**config.mk**
```make
export PLATFORM = sky130hd
export DESIGN_NAME = blkxfer_seq
export DESIGN_NICKNAME = d
export VERILOG_FILES = /design/src/rtl/blkxfer_pkg.sv /design/src/rtl/blkxfer_popcount.sv /design/src/rtl/blkxfer_lowest.sv /design/src/rtl/blkxfer_addr_plan.sv /design/src/rtl/blkxfer_seq.sv
export SDC_FILE = /design/constraint.sdc
export NUM_CORES = 1
export LEC_CHECK = 0
export BUFFER_PORTS_ARGS = -buffer_cell sky130_fd_sc_hd__buf_2
export CELL_PAD_IN_SITES_DETAIL_PLACEMENT = 1
export CELL_PAD_IN_SITES_GLOBAL_PLACEMENT = 2
export CORE_MARGIN = 4
export CORE_UTILIZATION = 35
export CTS_BUF_LIST = sky130_fd_sc_hd__clkbuf_4 sky130_fd_sc_hd__clkbuf_8
export CTS_CLUSTER_DIAMETER = 80
export DETAILED_ROUTE_END_ITERATION = 16
export PLACE_DENSITY_LB_ADDON = 0.1
export SYNTH_ARGS = -nofsm -noshare
export SYNTH_HDL_FRONTEND = slang
export SYNTH_SLANG_ARGS = --single-unit
```
**constraint.sdc**
```tcl
create_clock -name clk -period 17.7 [get_ports clk]
set_input_delay 0 -clock clk [delete_from_list [all_inputs] [get_ports clk]]
set_output_delay 0 -clock clk [all_outputs]
set_load 0.01 [all_outputs]
```
**src/rtl/blkxfer_pkg.sv**
```systemverilog
package blkxfer_pkg;

    typedef enum logic [1:0] {
        BX_IDLE = 2'd0,
        BX_BUSY = 2'd1,
        BX_FIN  = 2'd2
    } bx_state_e;

    // Addressing mode, encoded as {pre, up}
    typedef enum logic [1:0] {
        BX_DEC_AFTER  = 2'b00,
        BX_INC_AFTER  = 2'b01,
        BX_DEC_BEFORE = 2'b10,
        BX_INC_BEFORE = 2'b11
    } bx_mode_e;

    function automatic bx_mode_e bx_mode(input logic pre, input logic up);
        return bx_mode_e'({pre, up});
    endfunction

endpackage

```
**src/rtl/blkxfer_popcount.sv**
```systemverilog
module blkxfer_popcount #(
    parameter int N  = 16,
    parameter int CW = $clog2(N + 1)
) (
    input  logic [N-1:0]  vec,
    output logic [CW-1:0] count
);
    logic [CW-1:0] partial [N+1];

    assign partial[0] = '0;
    for (genvar i = 0; i < N; i++) begin : g_acc
        assign partial[i+1] = partial[i] + CW'(vec[i]);
    end
    assign count = partial[N];
endmodule

```
**src/rtl/blkxfer_lowest.sv**
```systemverilog
module blkxfer_lowest #(
    parameter int N  = 16,
    parameter int IW = $clog2(N)
) (
    input  logic [N-1:0]  mask,
    output logic [N-1:0]  sel,
    output logic [IW-1:0] idx
);
    assign sel = mask & (~mask + N'(1));

    always_comb begin
        idx = '0;
        for (int i = N - 1; i >= 0; i--) begin
            if (mask[i]) idx = IW'(i);
        end
    end
endmodule

```
**src/rtl/blkxfer_addr_plan.sv**
```systemverilog
module blkxfer_addr_plan
    import blkxfer_pkg::*;
#(
    parameter int AW = 32,
    parameter int CW = 5,
    parameter int WB = 4
) (
    input  logic [AW-1:0] base,
    input  logic [CW-1:0] count,
    input  logic          pre,
    input  logic          up,
    output logic [AW-1:0] first_addr,
    output logic [AW-1:0] final_base
);
    localparam logic [AW-1:0] STEP = AW'(WB);

    logic [AW-1:0] span;
    assign span = AW'(count) * STEP;

    always_comb begin
        unique case (bx_mode(pre, up))
            BX_INC_BEFORE: first_addr = base + STEP;
            BX_INC_AFTER:  first_addr = base;
            BX_DEC_BEFORE: first_addr = base - span;
            default:       first_addr = base - span + STEP;
        endcase
        final_base = up ? (base + span) : (base - span);
    end
endmodule

```
**src/rtl/blkxfer_seq.sv**
```systemverilog
module blkxfer_seq
    import blkxfer_pkg::*;
#(
    parameter int AW    = 32,
    parameter int NREG  = 16,
    parameter int WB    = 4,
    parameter int IDXW  = $clog2(NREG),
    parameter int CNTW  = $clog2(NREG + 1)
) (
    input  logic            clk,
    input  logic            rst,
    input  logic            start,
    input  logic [NREG-1:0] cmd_mask,
    input  logic            cmd_load,
    input  logic            cmd_pre,
    input  logic            cmd_up,
    input  logic            cmd_wb,
    input  logic            cmd_priv,
    input  logic [IDXW-1:0] cmd_base,
    input  logic [AW-1:0]   base_val,
    output logic            idle,
    output logic            mem_req,
    input  logic            mem_ack,
    output logic [AW-1:0]   mem_addr,
    output logic [IDXW-1:0] mem_reg,
    output logic            mem_write,
    output logic            done,
    output logic            wb_en,
    output logic [IDXW-1:0] wb_reg,
    output logic [AW-1:0]   wb_data
);
    localparam logic [AW-1:0] STEP = AW'(WB);

    bx_state_e       state;
    logic [NREG-1:0] remain;
    logic [AW-1:0]   cur_addr;
    logic [AW-1:0]   wb_val_q;
    logic            wb_ok_q;
    logic            load_q;
    logic [IDXW-1:0] base_q;

    logic [CNTW-1:0] n_sel;
    logic [AW-1:0]   first_addr;
    logic [AW-1:0]   final_base;
    logic [NREG-1:0] cur_sel;
    logic [IDXW-1:0] cur_idx;
    logic [NREG-1:0] remain_nx;
    logic            unused_priv;

    assign unused_priv = cmd_priv;

    blkxfer_popcount #(.N(NREG), .CW(CNTW)) u_count (
        .vec   (cmd_mask),
        .count (n_sel)
    );

    blkxfer_addr_plan #(.AW(AW), .CW(CNTW), .WB(WB)) u_plan (
        .base       (base_val),
        .count      (n_sel),
        .pre        (cmd_pre),
        .up         (cmd_up),
        .first_addr (first_addr),
        .final_base (final_base)
    );

    blkxfer_lowest #(.N(NREG), .IW(IDXW)) u_pick (
        .mask (remain),
        .sel  (cur_sel),
        .idx  (cur_idx)
    );

    assign remain_nx = remain & ~cur_sel;

    always_ff @(posedge clk) begin
        if (rst) begin
            state    <= BX_IDLE;
            remain   <= '0;
            cur_addr <= '0;
            wb_val_q <= '0;
            wb_ok_q  <= 1'b0;
            load_q   <= 1'b0;
            base_q   <= '0;
        end else begin
            unique case (state)
                BX_IDLE: begin
                    if (start) begin
                        remain   <= cmd_mask;
                        cur_addr <= first_addr;
                        wb_val_q <= final_base;
                        // a loaded base outranks the arithmetic writeback
                        wb_ok_q  <= cmd_wb && !(cmd_load && cmd_mask[cmd_base]);
                        load_q   <= cmd_load;
                        base_q   <= cmd_base;
                        state    <= (cmd_mask == '0) ? BX_FIN : BX_BUSY;
                    end
                end
                BX_BUSY: begin
                    if (mem_ack) begin
                        remain   <= remain_nx;
                        cur_addr <= cur_addr + STEP;
                        if (remain_nx == '0) state <= BX_FIN;
                    end
                end
                default: state <= BX_IDLE;
            endcase
        end
    end

    assign idle      = (state == BX_IDLE);
    assign mem_req   = (state == BX_BUSY);
    assign mem_addr  = cur_addr;
    assign mem_reg   = cur_idx;
    assign mem_write = !load_q;
    assign done      = (state == BX_FIN);
    assign wb_en     = done && wb_ok_q;
    assign wb_reg    = base_q;
    assign wb_data   = wb_val_q;

    AST_IDLE_QUIET: assert property (@(posedge clk) disable iff (rst)
        idle |-> (!mem_req && !done));

    AST_ADDR_STEP: assert property (@(posedge clk) disable iff (rst)
        (mem_req && mem_ack) |=> (!mem_req || mem_addr == $past(mem_addr) + STEP));

    AST_REG_ASCEND: assert property (@(posedge clk) disable iff (rst)
        (mem_req && mem_ack) |=> (!mem_req || mem_reg > $past(mem_reg)));

    AST_DIR_STABLE: assert property (@(posedge clk) disable iff (rst)
        (mem_req && mem_ack) |=> (!mem_req || $stable(mem_write)));

    AST_DONE_PULSE: assert property (@(posedge clk) disable iff (rst)
        done |=> !done);

    AST_WB_IN_DONE: assert property (@(posedge clk) disable iff (rst)
        wb_en |-> done);

    AST_HOLD_STALL: assert property (@(posedge clk) disable iff (rst)
        (mem_req && !mem_ack) |=> (mem_req && $stable(mem_addr) && $stable(mem_reg)));

    AST_BUSY_IGNORES: assert property (@(posedge clk) disable iff (rst)
        (mem_req && !mem_ack && start) |=> (mem_req && $stable(mem_addr)));
endmodule

```
After elaboration in Yosys (flattened, before gate mapping)
Cells that the tools add are included.
- word-level logic and storage cells: 84
- input bits: 61
- output and inout bits: 77
- register bits after elaboration: 88
- equal/unequal tests: 8
- bitwise operators: 4
- add/subtract/negate cells: 21
- mux-type cells: 31
- reductions and logical operators: 12
- $lt $le $gt $ge: 1
- operator list (kind ; count):
    32-bit by 3-bit adder with 32-bit output, second input constant ; 3
    32-bit 2-to-1 mux ; 3
    32-bit one-hot mux with 3 select lines ; 1
    5-bit by 1-bit adder with 5-bit output ; 14
    4-bit 2-to-1 mux ; 16
    32-bit one-hot mux with 2 select lines ; 1
    32-bit by 7-bit adder with 32-bit output ; 1
    16-bit AND ; 2
    16-bit zero test ; 2
    16-bit 2-to-1 mux ; 2
    16-bit NOT ; 2
    16-bit one-hot mux with 2 select lines ; 1
    32-bit by 7-bit subtractor with 32-bit output ; 1
    16-bit by 1-bit adder with 16-bit output, second input constant ; 1
    2-bit 2-to-1 mux ; 4
    2-bit == test, second input constant ; 3
    3-bit AND reduction ; 2
    4-bit by 5-bit less-than comparator with 1-bit output, second input constant ; 1
    1-bit binary-select mux with 4-bit select ; 1
    2-bit by 1-bit == test with 1-bit output, second input constant ; 2
    2-bit by 1-bit != test with 1-bit output, second input constant ; 2
    2-bit one-hot mux with 2 select lines ; 1
    1-bit logical AND ; 3
    1-bit by 1-bit adder with 2-bit output ; 1
    6 further kinds ; 7

Logic depth before layout (Yosys ltp)
Gate-level depths: netlist of the first run.
- word-level depth: 20
- gate-level depth with buffers: 26
- depth with buffers taken out: 25

Cells and area by module
A second synthesis of the first run with hierarchy kept.
- cells, all modules: 1242
- area total of the unflattened synthesis: 8644.5 µm²
- modules (own cells, without submodules) (module ; cells each ; times used ; area an instance (µm²) ; seq. area each (µm²)):
    blkxfer_seq ; 564 ; 1 ; 4267.8 ; 1761.7
    blkxfer_addr_plan ; 583 ; 1 ; 3659.8 ; 0.0
    blkxfer_popcount ; 41 ; 1 ; 385.4 ; 0.0
    blkxfer_lowest ; 54 ; 1 ; 331.6 ; 0.0

Least setup slack after synthesis of the first run
Ideal clock, no wire load.
- path kind: input to register
- start point: input port cmd_mask[2]
- end point: register cur_addr[28] (netlist: mem_addr[28])
- data arrival time: 6272 ps
- path buffers: 1
- stages on the path: 21
- setup time: 88 ps
- slack: 11340 ps
- required time: 17612 ps
- cells stage by stage: inv_1 fa_1 fa_1 fa_1 fa_1 fa_1 fa_1 nor2b_1 o21a_1 inv_1 ha_1 or2_1 clkbuf_1 or4_1 or3_1 a222oi_1 nand4_2 nor3_4 a31oi_1 or4_1 a311oi_2
- cells in the longest elaborated chain, start to end: 19
- ends and longest elaborated chain (item ; line ; text):
    from (decl) ; blkxfer_seq.sv:13 ; input logic [NREG-1:0] cmd_mask,
    5-bit by 1-bit adder with 5-bit output (*) (14 in series) ; blkxfer_popcount.sv:12 ; assign partial[i+1] = partial[i] + CW'(vec[i]);
    32-bit by 7-bit subtractor with 32-bit output (*) ; blkxfer_addr_plan.sv:24, blkxfer_addr_plan.sv:25 ;
    32-bit by 3-bit adder with 32-bit output ; blkxfer_addr_plan.sv:25 ; default: first_addr = base - span + STEP;
    32-bit one-hot mux with 3 select lines (*) ; blkxfer_addr_plan.sv:21 ; unique case (bx_mode(pre, up))
    32-bit 2-to-1 mux (*) ; blkxfer_seq.sv:86 ; if (start) begin
    32-bit one-hot mux with 2 select lines (*) ; blkxfer_seq.sv:84 ; unique case (state)
    to (signal assigned) ; blkxfer_seq.sv:88 ; cur_addr <= first_addr;
    to (signal assigned) ; blkxfer_seq.sv:100 ; cur_addr <= cur_addr + STEP;
    to (decl) ; blkxfer_seq.sv:36 ; logic [AW-1:0] cur_addr;
Every way passes the cells marked *; elsewhere a longest branch is shown, timed or not. The select of a mux whose other input is x is not followed.
A chain may end at the register's enable or synchronous reset.

Worst setup path after layout of the first run
- start point: input port cmd_mask[5]
- end point: register cur_addr[28] (netlist: mem_addr[28])
- cells in the longest elaborated chain, start to end: 16
- ends and longest elaborated chain (item ; line):
    5-bit by 1-bit adder with 5-bit output (*) (11 in series) ; blkxfer_popcount.sv:12
    32-bit by 7-bit subtractor with 32-bit output (*) ; blkxfer_addr_plan.sv:24, blkxfer_addr_plan.sv:25
    32-bit by 3-bit adder with 32-bit output ; blkxfer_addr_plan.sv:25
    32-bit one-hot mux with 3 select lines (*) ; blkxfer_addr_plan.sv:21
    32-bit 2-to-1 mux (*) ; blkxfer_seq.sv:86
    32-bit one-hot mux with 2 select lines (*) ; blkxfer_seq.sv:84
Marked as above.

==> results of run 1 <==
==> cells by family (layout without fill, tap and decap cells) <==
kind of cell             count (synthesis)  in the layout
AND/OR/NAND/NOR                        507            507
AO/OA/AOI/OAI                          352            352
buffers and inverters                  146            238
flip-flops                              88             88
XOR/XNOR                                74             74
adder cells (fa/ha/maj)                 38             38
multiplexers                            15             15
==> final timing paths <==
kind	startpoint	to	slack, ps	cells past startpoint
hold / removal	base_val[30]	wb_data[30]	40	4
hold reg to reg	wb_ok_q	wb_ok_q	450	2
setup reg to reg	state[0]	wb_ok_q	14220	7
setup / recovery	cmd_mask[5]	mem_addr[28]	10360	21
==> final cells by class <==
| cell class | instances | area share |
|---|---|---|
| Multi-Input combinational cell | 986 | 0.631 |
| Sequential cell | 88 | 0.184 |
| Timing Repair Buffer | 168 | 0.101 |
| Tap cell | 319 | 0.0416 |
| Inverter | 56 | 0.0219 |
| Clock buffer | 10 | 0.0144 |
| Clock inverter | 4 | 0.00574 |
==> routing by layer <==
| layer | global-route usage | vias to the layer above | part of all wire |
|---|---|---|---|
| li1 | - | 4586 | - |
| met4 | 0.0411 | 2 | 0.0082 |
| met3 | 0.0430 | 22 | 0.059 |
| met5 | 0 | - | 0.00040 |
| met1 | 0.371 | 4410 | 0.51 |
| met2 | 0.354 | 251 | 0.42 |
==> cells in the final DEF (no fill, tap or decap), drive strengths merged, types with 17 or more instances in the layout <==
cell	netlist	routed
nor4	28	28
xor2	27	27
o21ai	76	76
dfxtp	88	88
nand3	36	36
nor3	50	50
buf	5	149
a31oi	19	19
nor2	122	122
ha	23	23
a211oi	17	17
a21oi	128	128
inv	55	56
xnor2	47	47
dlygate4sd3	0	19
nand2	162	162
==> critical path, cell delays in order <==
cell	delay (ps)
dlygate4sd3_1	530
buf_2	140
inv_1	130
fa_1	470
fa_1	540
fa_1	550
fa_1	440
fa_1	440
fa_1	420
xnor2_1	200
inv_1	60
ha_1	230
or2_2	330
o211ai_1	770
nand3_1	200
a222oi_1	510
nand4_2	390
nor3_4	370
a31oi_1	110
or4_1	540
a311oi_2	240
==> through the flow <==
stage	instances	instance area, µm²	setup WS (ps)
after detailed placement	1598	9200	10560
after CTS	1631	9590	10380
final	1631	9590	10360
after global placement	1598	9200	10590
after global routing	1631	9590	9910
after floorplan	1220	8350	11340
==> power by group <==
part | total [W] | internal [W] | switching, W
registers | 0.000271 | 0.000231 | 0.0000391
clock network | 0.000149 | 0.0000684 | 0.0000802
logic | 0.000626 | 0.000237 | 0.000388
total | 0.00104 | 0.000537 | 0.000508
==> out/results.txt, run 1 <==
Crit path max fanout: 10
Filler instances: 3,084
Core Box Area: 23,500 µm²
Synth cell types: 72
Mux share of post-synthesis cell area: 0.0259
Most frequent cells after synthesis: 162 x nand2_1, 128 x a21oi_1, 122 x nor2_1, 88 x dfxtp_1, 85 x clkbuf_1
Drc violations: 0
Post-synth EDFFs: 0
Final Util: 0.408
Power Total: 0.00104 W
CTS tree: yes
Syn_area_per_cell: 6.84 µm²
Clock buffer count from CTS: 9
Max clock buf depth: 2
Critical path endpoint category: flip-flop
Final wirelength: 32.1 mm
Htree depth: 3
Antenna Cells: 0
Initial core utilization: 0.356
Share of layout cells above drive strength 1: 0.149
Multi-input logic area: 6050 µm²
Relative slew slack: 0.313
Hold Path Class: input pin to flip-flop
Gpl congestion: 0.877
# hold bufs at CTS: 19
Reg area: 1760 µm²
Initial DRT Pass Iterations: 5
Worst Tran Pin Value: 1020 ps
Clock Tree Root: clkbuf_8
Most frequent cell after synthesis: nand2_1
Pwr dens: 109 nW/µm²
CTS sink count: 88
Pin count of the biggest net entering global routing: 90
Io pins: 138
Worst-path clk slew: 90 ps
Initial antenna violation count: 1
DR iter-0 viols: 610
Synth top area cells: dfxtp_1 21%, a21oi_1 7.7%, nand2_1 7.3%
Post-synthesis adder-cell area fraction: 0.0668
Die width: 162 µm
Overflow after GRT: 0
Final Max Tran Viols: 0
Layout area overhead: 14.8%
WL per Instance: 19.7 µm
Gr usage total: 0.241
Setup TNS: 0 ps
YS warnings: 0
Die Y: 162 µm
Max-Cap Viols: 0
Min Hold Slack: 35.8 ps
Die ar.: 26,400 µm²
Via count: 9,271
Top cell type's share of synthesized area: 0.211
Fin crit period: 7340 ps
First-pass GRT wire length: 51.6 mm
Mapped Nets: 1,316
Synthesized flop and latch total: 88
Crit path kind: input pin to flip-flop
Final setup vio count: 0
Cells after Synth: 1,220
Post-CTS Setup Bufs: 0
Largest family of logic cells by synthesized area: simple AND/OR/NAND/NOR gates
Vias/cell: 5.68
Critical Path RT: 18,000 ps
Nets: 1,405
Lkg Pwr: 3.71 nW
Top_reg_cell synth: dfxtp_1
Cell taking the most area after synthesis: dfxtp_1
Register area share after synthesis: 0.211
CP arrival: 7640 ps
Final period utilization: 0.415
Vias in the first global route: 9,209
Area share of xor/xnor cells in the synthesized design: 0.0776
IO buf count: 136
Post_cts resized: 0
Max Fclk: 136 MHz
Row count: 56
Simple-gate area share of the yosys netlist: 0.291
Critical Path Start Type: input pin
Fin. Hold Viols: 0
VDD IR-drop max: 0.0671 mV
Post-DRT Antenna Nets: 0
Status: finished, final reports clean
Post-DP HPWL: 24.0 mm
Clk_lat worst skew: 390 ps
Clock Skews: 20.2 ps
Synth async-reset ratio: 0
RSZ-0062 raised after global routing: no
Compound-Gate Fraction of Synth Area: 0.262
Post-Synthesis Cell Area: 8350 µm²
(Power assumes the default switching activity.)
==> run 2, diff against run 1 <==
- CORE_UTILIZATION: 35 -> 29
- clock period: 17.7 -> 6.7 ns (I/O delays scaled with it)
==> run 2 against run 1 <==
Effect of this change: sequential share of layout area is 0.66 points lower; global-route usage decreased by 1.9 points; sequential power increased to 2.6 times the previous value; critical path type unchanged; via count increased by 1.2%; first-iteration DRC count shrank 2.8%; critical endpoint unchanged; cell count up 5.7%; flip-flop and latch count unchanged; routed wire length is 8.0% higher; die area grew 20%.
==> out/results.txt, run 2 (synthesized netlist as in run 1, its figures left out) <==
Hold Path Class: input pin to flip-flop
Fin. Hold Viols: 0
Clock Tree Root: clkbuf_8
Worst-path clk slew: 100 ps
Gr usage total: 0.222
Final wirelength: 34.7 mm
Post-DRT Antenna Nets: 0
Io pins: 138
Crit-path max cell delay: 550 ps
Layout Cells excl Fill: 1,724
Critical Path Start Type: input pin
Clock Skews: 12.6 ps
Final period utilization: 0.957
Critical path endpoint category: flip-flop
Via count: 9,378
First-pass GRT wire length: 55.5 mm
Hold path depth: 3
CTS tree: yes
Fin crit period: 6410 ps
Vias in the first global route: 9,448
Die Y: 178 µm
Max Fclk: 156 MHz
DR iter-0 viols: 593
CP arrival: 6710 ps
Min Hold Slack: 33.6 ps
Gpl congestion: 0.905
Pin count of the biggest net entering global routing: 90
Final Max Tran Viols: 0
Initial antenna violation count: 0
Nets: 1,437
Worst R2R Start: remain[0]
Pwr dens: 290 nW/µm²
Max clock buf depth: 2
Overflow after GRT: 0
Relative slew slack: 0.266
Reg2reg path depth: 9
Die ar.: 31,600 µm²
Max-Cap Viols: 0
Lkg Pwr: 3.87 nW
Initial DRT Pass Iterations: 5
WL per Instance: 20.1 µm
IO buf count: 136
Worst Tran Pin Value: 1100 ps
Layout area overhead: 19.1%
Antenna Cells: 0
Most common cell after layout, fill and taps aside: nand2_1
Most frequent cells in the layout: 161 x nand2_1, 135 x buf_2, 127 x a21oi_1
Hold path start: cmd_mask[13]
Hold Path Sink: remain[13]
Initial core utilization: 0.297
Critical Path RT: 7000 ps
Htree depth: 3
Max stage delay cell, worst path: fa_1
Crit path max fanout: 8
Core Box Area: 28,100 µm²
Die width: 178 µm
Drc violations: 0
Clock buffer count from CTS: 9
VDD IR-drop max: 0.164 mV
Flop2flop setup slack: 3610 ps
Final setup vio count: 0
CTS sink count: 88
Vias/cell: 5.44
Clk_lat worst skew: 400 ps
Critical R2R Capture: state[0]
Post-Place Cells: 1,689
Crit path kind: input pin to flip-flop
Share of layout cells above drive strength 1: 0.175
Status: finished, final reports clean
Row count: 61
Post-DP HPWL: 26.4 mm
==> run 2: cell count changes in the layout (fill, tap and decap cells not counted), moves of 2 or more <==
cell	delta
buf_4	+32
clkinvlp_4	+2
fa_1	-2
fa_2	+2
==> run 2: cell type report <==
type / instances / area, µm²
clock buffers: 11 / 145
fillers: 3639 / 18100
flip-flops and latches: 88 / 1760
inverters: 56 / 210
clock inverters: 5 / 63.8
multi-input cells: 986 / 6080
well taps: 378 / 473
repair buffers: 200 / 1210
==> run 2: metal layers <==
layer | vias to the layer above | global-route usage | part of all wire
met2 | 205 | 0.320 | 0.42
met5 | - | 0 | 0
li1 | 4621 | - | -
met1 | 4530 | 0.348 | 0.53
met3 | 22 | 0.0254 | 0.041
met4 | 0 | 0.0496 | 0.015
==> run 2: report_power, final <==
part           internal, W  total (W)  switching [W]
Sequential        0.000611   0.000707      0.0000959
Combinational     0.000681    0.00176        0.00108
Clock             0.000190   0.000421       0.000231
Total              0.00148    0.00289        0.00141
==> run 2: how the worst max path moves through the flow <==
stage	slack, ps	to	start	depth (start not counted)
2_1_floorplan	340	mem_addr[28]	cmd_mask[2]	21
3_3_place_gp	140	mem_addr[28]	cmd_mask[2]	23
3_5_place_dp	70	mem_addr[28]	cmd_mask[2]	23
4_1_cts	170	mem_addr[28]	cmd_mask[0]	23
5_1_grt	-30	mem_addr[28]	cmd_mask[0]	27
6_report	290	mem_addr[28]	cmd_mask[0]	25
==> run 2: critical path, delay by kind of cell <==
kind	cells	cell delay, ps
adders and majority gates	7	2650
and+or+nand+nor	7	1920
buffers and inverters	7	1250
AOI/OAI and AO/OA	4	870
==> run 2: metrics by stage <==
stage / cell area (µm²) / total power, W / utilization / setup slack [ps] / TNS, ps
2_1_floorplan: 8350 / 0.00185 / - / 340 / 0
3_3_place_gp: 9520 / 0.00244 / 0.339 / 136 / 0
3_5_place_dp: 9520 / 0.00246 / 0.339 / 65.6 / 0
4_1_cts: 9920 / 0.00291 / 0.353 / 171 / 0
5_1_grt: 9940 / 0.00314 / 0.354 / -29.2 / -57.4
6_report: 9940 / 0.00289 / 0.354 / 290 / 0
==> run 2: repair_timing <==
item                                    in CTS  in global routing
resized for setup                            0                  8
endpoints found under the hold margin       20                  0
hold buffers                                19                  0
endpoints found under the setup margin       0                 15
setup buffers                                0                  0
==> run 3, diff against run 2 <==
- ABC_AREA: not set -> 1
- CORE_UTILIZATION: 29 -> 28
- REMOVE_ABC_BUFFERS: not set -> 1
==> run 3 against run 2 <==
Effect of this change: design area increased by 10%; highest routed layer is now met5; first-iteration DRC count decreased by 22%; register-to-register slack got worse by 430 ps; power increased by 24%; sequential share of layout area decreased by 1.7 points; critical endpoint is now mem_addr[30]; largest cell class unchanged; synthesized cell count increased by 34%; flip-flop and latch count unchanged; combinational power increased by 32%; sequential power increased by 19%; worst hold slack improved by 1.1 ps.
==> out/results.txt, run 3 <==
Reg area: 1760 µm²
Htree depth: 3
First-pass GRT wire length: 66.7 mm
Synthesized flop and latch total: 88
RSZ-0062 raised after global routing: no
Die Y: 193 µm
Vias in the first global route: 11,500
Cells after Synth: 1,630
Final period utilization: 0.936
Die width: 193 µm
Post-CTS Setup Bufs: 0
Final setup vio count: 0
Clock Skews: 27.0 ps
Final wirelength: 43.6 mm
Max-Cap Viols: 0
WL per Instance: 19.9 µm
Share of layout cells above drive strength 1: 0.153
Via count: 11,300
Clock Tree Root: clkbuf_8
CTS sink count: 88
IO buf count: 136
Crit path kind: input pin to flip-flop
Row count: 67
DR iter-0 viols: 465
Synth async-reset ratio: 0
Top Family by Delay on Critical Path: adder cells
Max Fclk: 159 MHz
Most frequent cell after synthesis: nand2_1
Relative slew slack: 0.359
Pin count of the biggest net entering global routing: 63
Initial DRT Pass Iterations: 5
YS warnings: 0
Register area share after synthesis: 0.184
Gr usage total: 0.234
Post-synth EDFFs: 0
Status: finished, final reports clean
Worst-path clk slew: 100 ps
CP arrival: 6570 ps
Overflow after GRT: 0
Clock buffer count from CTS: 9
Core Box Area: 33,600 µm²
Metal3 WL: 1.52 mm
Fin. Hold Viols: 0
Lkg Pwr: 5.01 nW
Vias/cell: 5.19
Filler instances: 4,477
Clk_lat worst skew: 440 ps
Most frequent cells after synthesis: 424 x nand2_1, 180 x inv_1, 150 x a21oi_1, 138 x nor2_1, 118 x nand3_1
Nets: 1,830
Critical path endpoint category: flip-flop
Initial core utilization: 0.284
Most frequent cells in the layout: 423 x nand2_1, 179 x inv_1, 150 x a21oi_1
Crit-path max cell delay: 540 ps
Uppermost layer routed: met5
Post-DRT Antenna Nets: 0
Max clock buf depth: 2
Post-DP HPWL: 33.0 mm
Layout area overhead: 14.7%
Critical Path RT: 7000 ps
Crit path max fanout: 15
Wl on met1: 20.6 mm
Post-Synthesis Cell Area: 9560 µm²
VDD IR-drop max: 0.202 mV
Antenna Cells: 0
Gpl congestion: 0.873
Synth top area cells: dfxtp_1 18%, nand2_1 17%, a21oi_1 7.9%
Power Total: 0.00359 W
Worst Tran Pin Value: 961 ps
WP buf/inv: 5
Max stage delay cell, worst path: fa_1
Min Hold Slack: 34.7 ps
Drc violations: 0
Most common cell after layout, fill and taps aside: nand2_1
Die ar.: 37,200 µm²
Critical Path Start Type: input pin
Top_reg_cell synth: dfxtp_1
Cell taking the most area after synthesis: dfxtp_1
Syn_area_per_cell: 5.87 µm²
Synth cell types: 54
Io pins: 138
Hold Path Class: input pin to flip-flop
Top cell type's share of synthesized area: 0.184
Pwr dens: 327 nW/µm²
Setup TNS: 0 ps
Met2 wire len: 20.5 mm
Initial antenna violation count: 1
Final Max Tran Viols: 0
Fin crit period: 6270 ps
CP most frequent cell: fa_1
Multi-input logic area: 6710 µm²
CTS tree: yes
run 3: cell count changes after synthesis, moves of 29 or more:
cell      delta
clkbuf_1    -31
nand3_1     +82
o21ai_0     +29
inv_1      +125
xnor2_1     -41
nand2_1    +262
run 3: final timing paths:
path	start	to	slack, ps	depth (start not counted)
worst min-delay path	cmd_base[1]	wb_reg[1]	30	3
worst max-delay path	cmd_mask[7]	mem_addr[30]	430	29
worst max register to register	state[0]	wb_data[13]	3180	11
worst min register to register	load_q	load_q	470	2
run 3: routing by layer:
metal / up-vias / track usage
met5: - / 0
met3: 41 / 0.0253
met2: 211 / 0.396
met4: 2 / 0.0661
li1: 5587 / -
met1: 5495 / 0.314
run 3: what timing repair did:
item                                    in CTS  in global routing
resized for setup                            0                  1
hold endpoints to repair                    26                  0
endpoints found under the setup margin       0                  1
hold buffers                                25                  0
run 3: layout make-up:
cell class	instances	area share
clock buffer	12	0.0151
clock inverter	3	0.00228
inverter	193	0.0665
multi-input combinational	1269	0.611
sequential	88	0.161
tap	448	0.0511
timing repair buffer	173	0.0931
run 3: report_power, final:
group	internal [W]	leakage [nW]	switching (W)
clock	0.000165	0.0951	0.000244
sequential	0.000688	0.728	0.000157
combinational	0.000750	4.19	0.00158
run 3: kinds of logic after synthesis:
group,Yosys count,synth area share
fa+ha+maj,35,0.0552
buf+inv,273,0.117
simple gates,838,0.400
flops,88,0.184
xor+xnor,36,0.0330
compound gates,360,0.211
run 3: per-stage QoR:
stage | setup WS (ps) | std cells | utilization | instance area [µm²]
finish | 429 | 2186 | 0.326 | 11000
floorplan | 1500 | 1550 | - | 9180
detailed placement | 466 | 2146 | 0.313 | 10500
global route | 34.5 | 2186 | 0.326 | 11000
global placement | 559 | 2146 | 0.313 | 10500
CTS | 419 | 2186 | 0.326 | 11000
run 3: tightest hold or removal path, cell delays in order:
cell,delay (ps)
buf_2,140
inv_1,180
a21oi_1,90
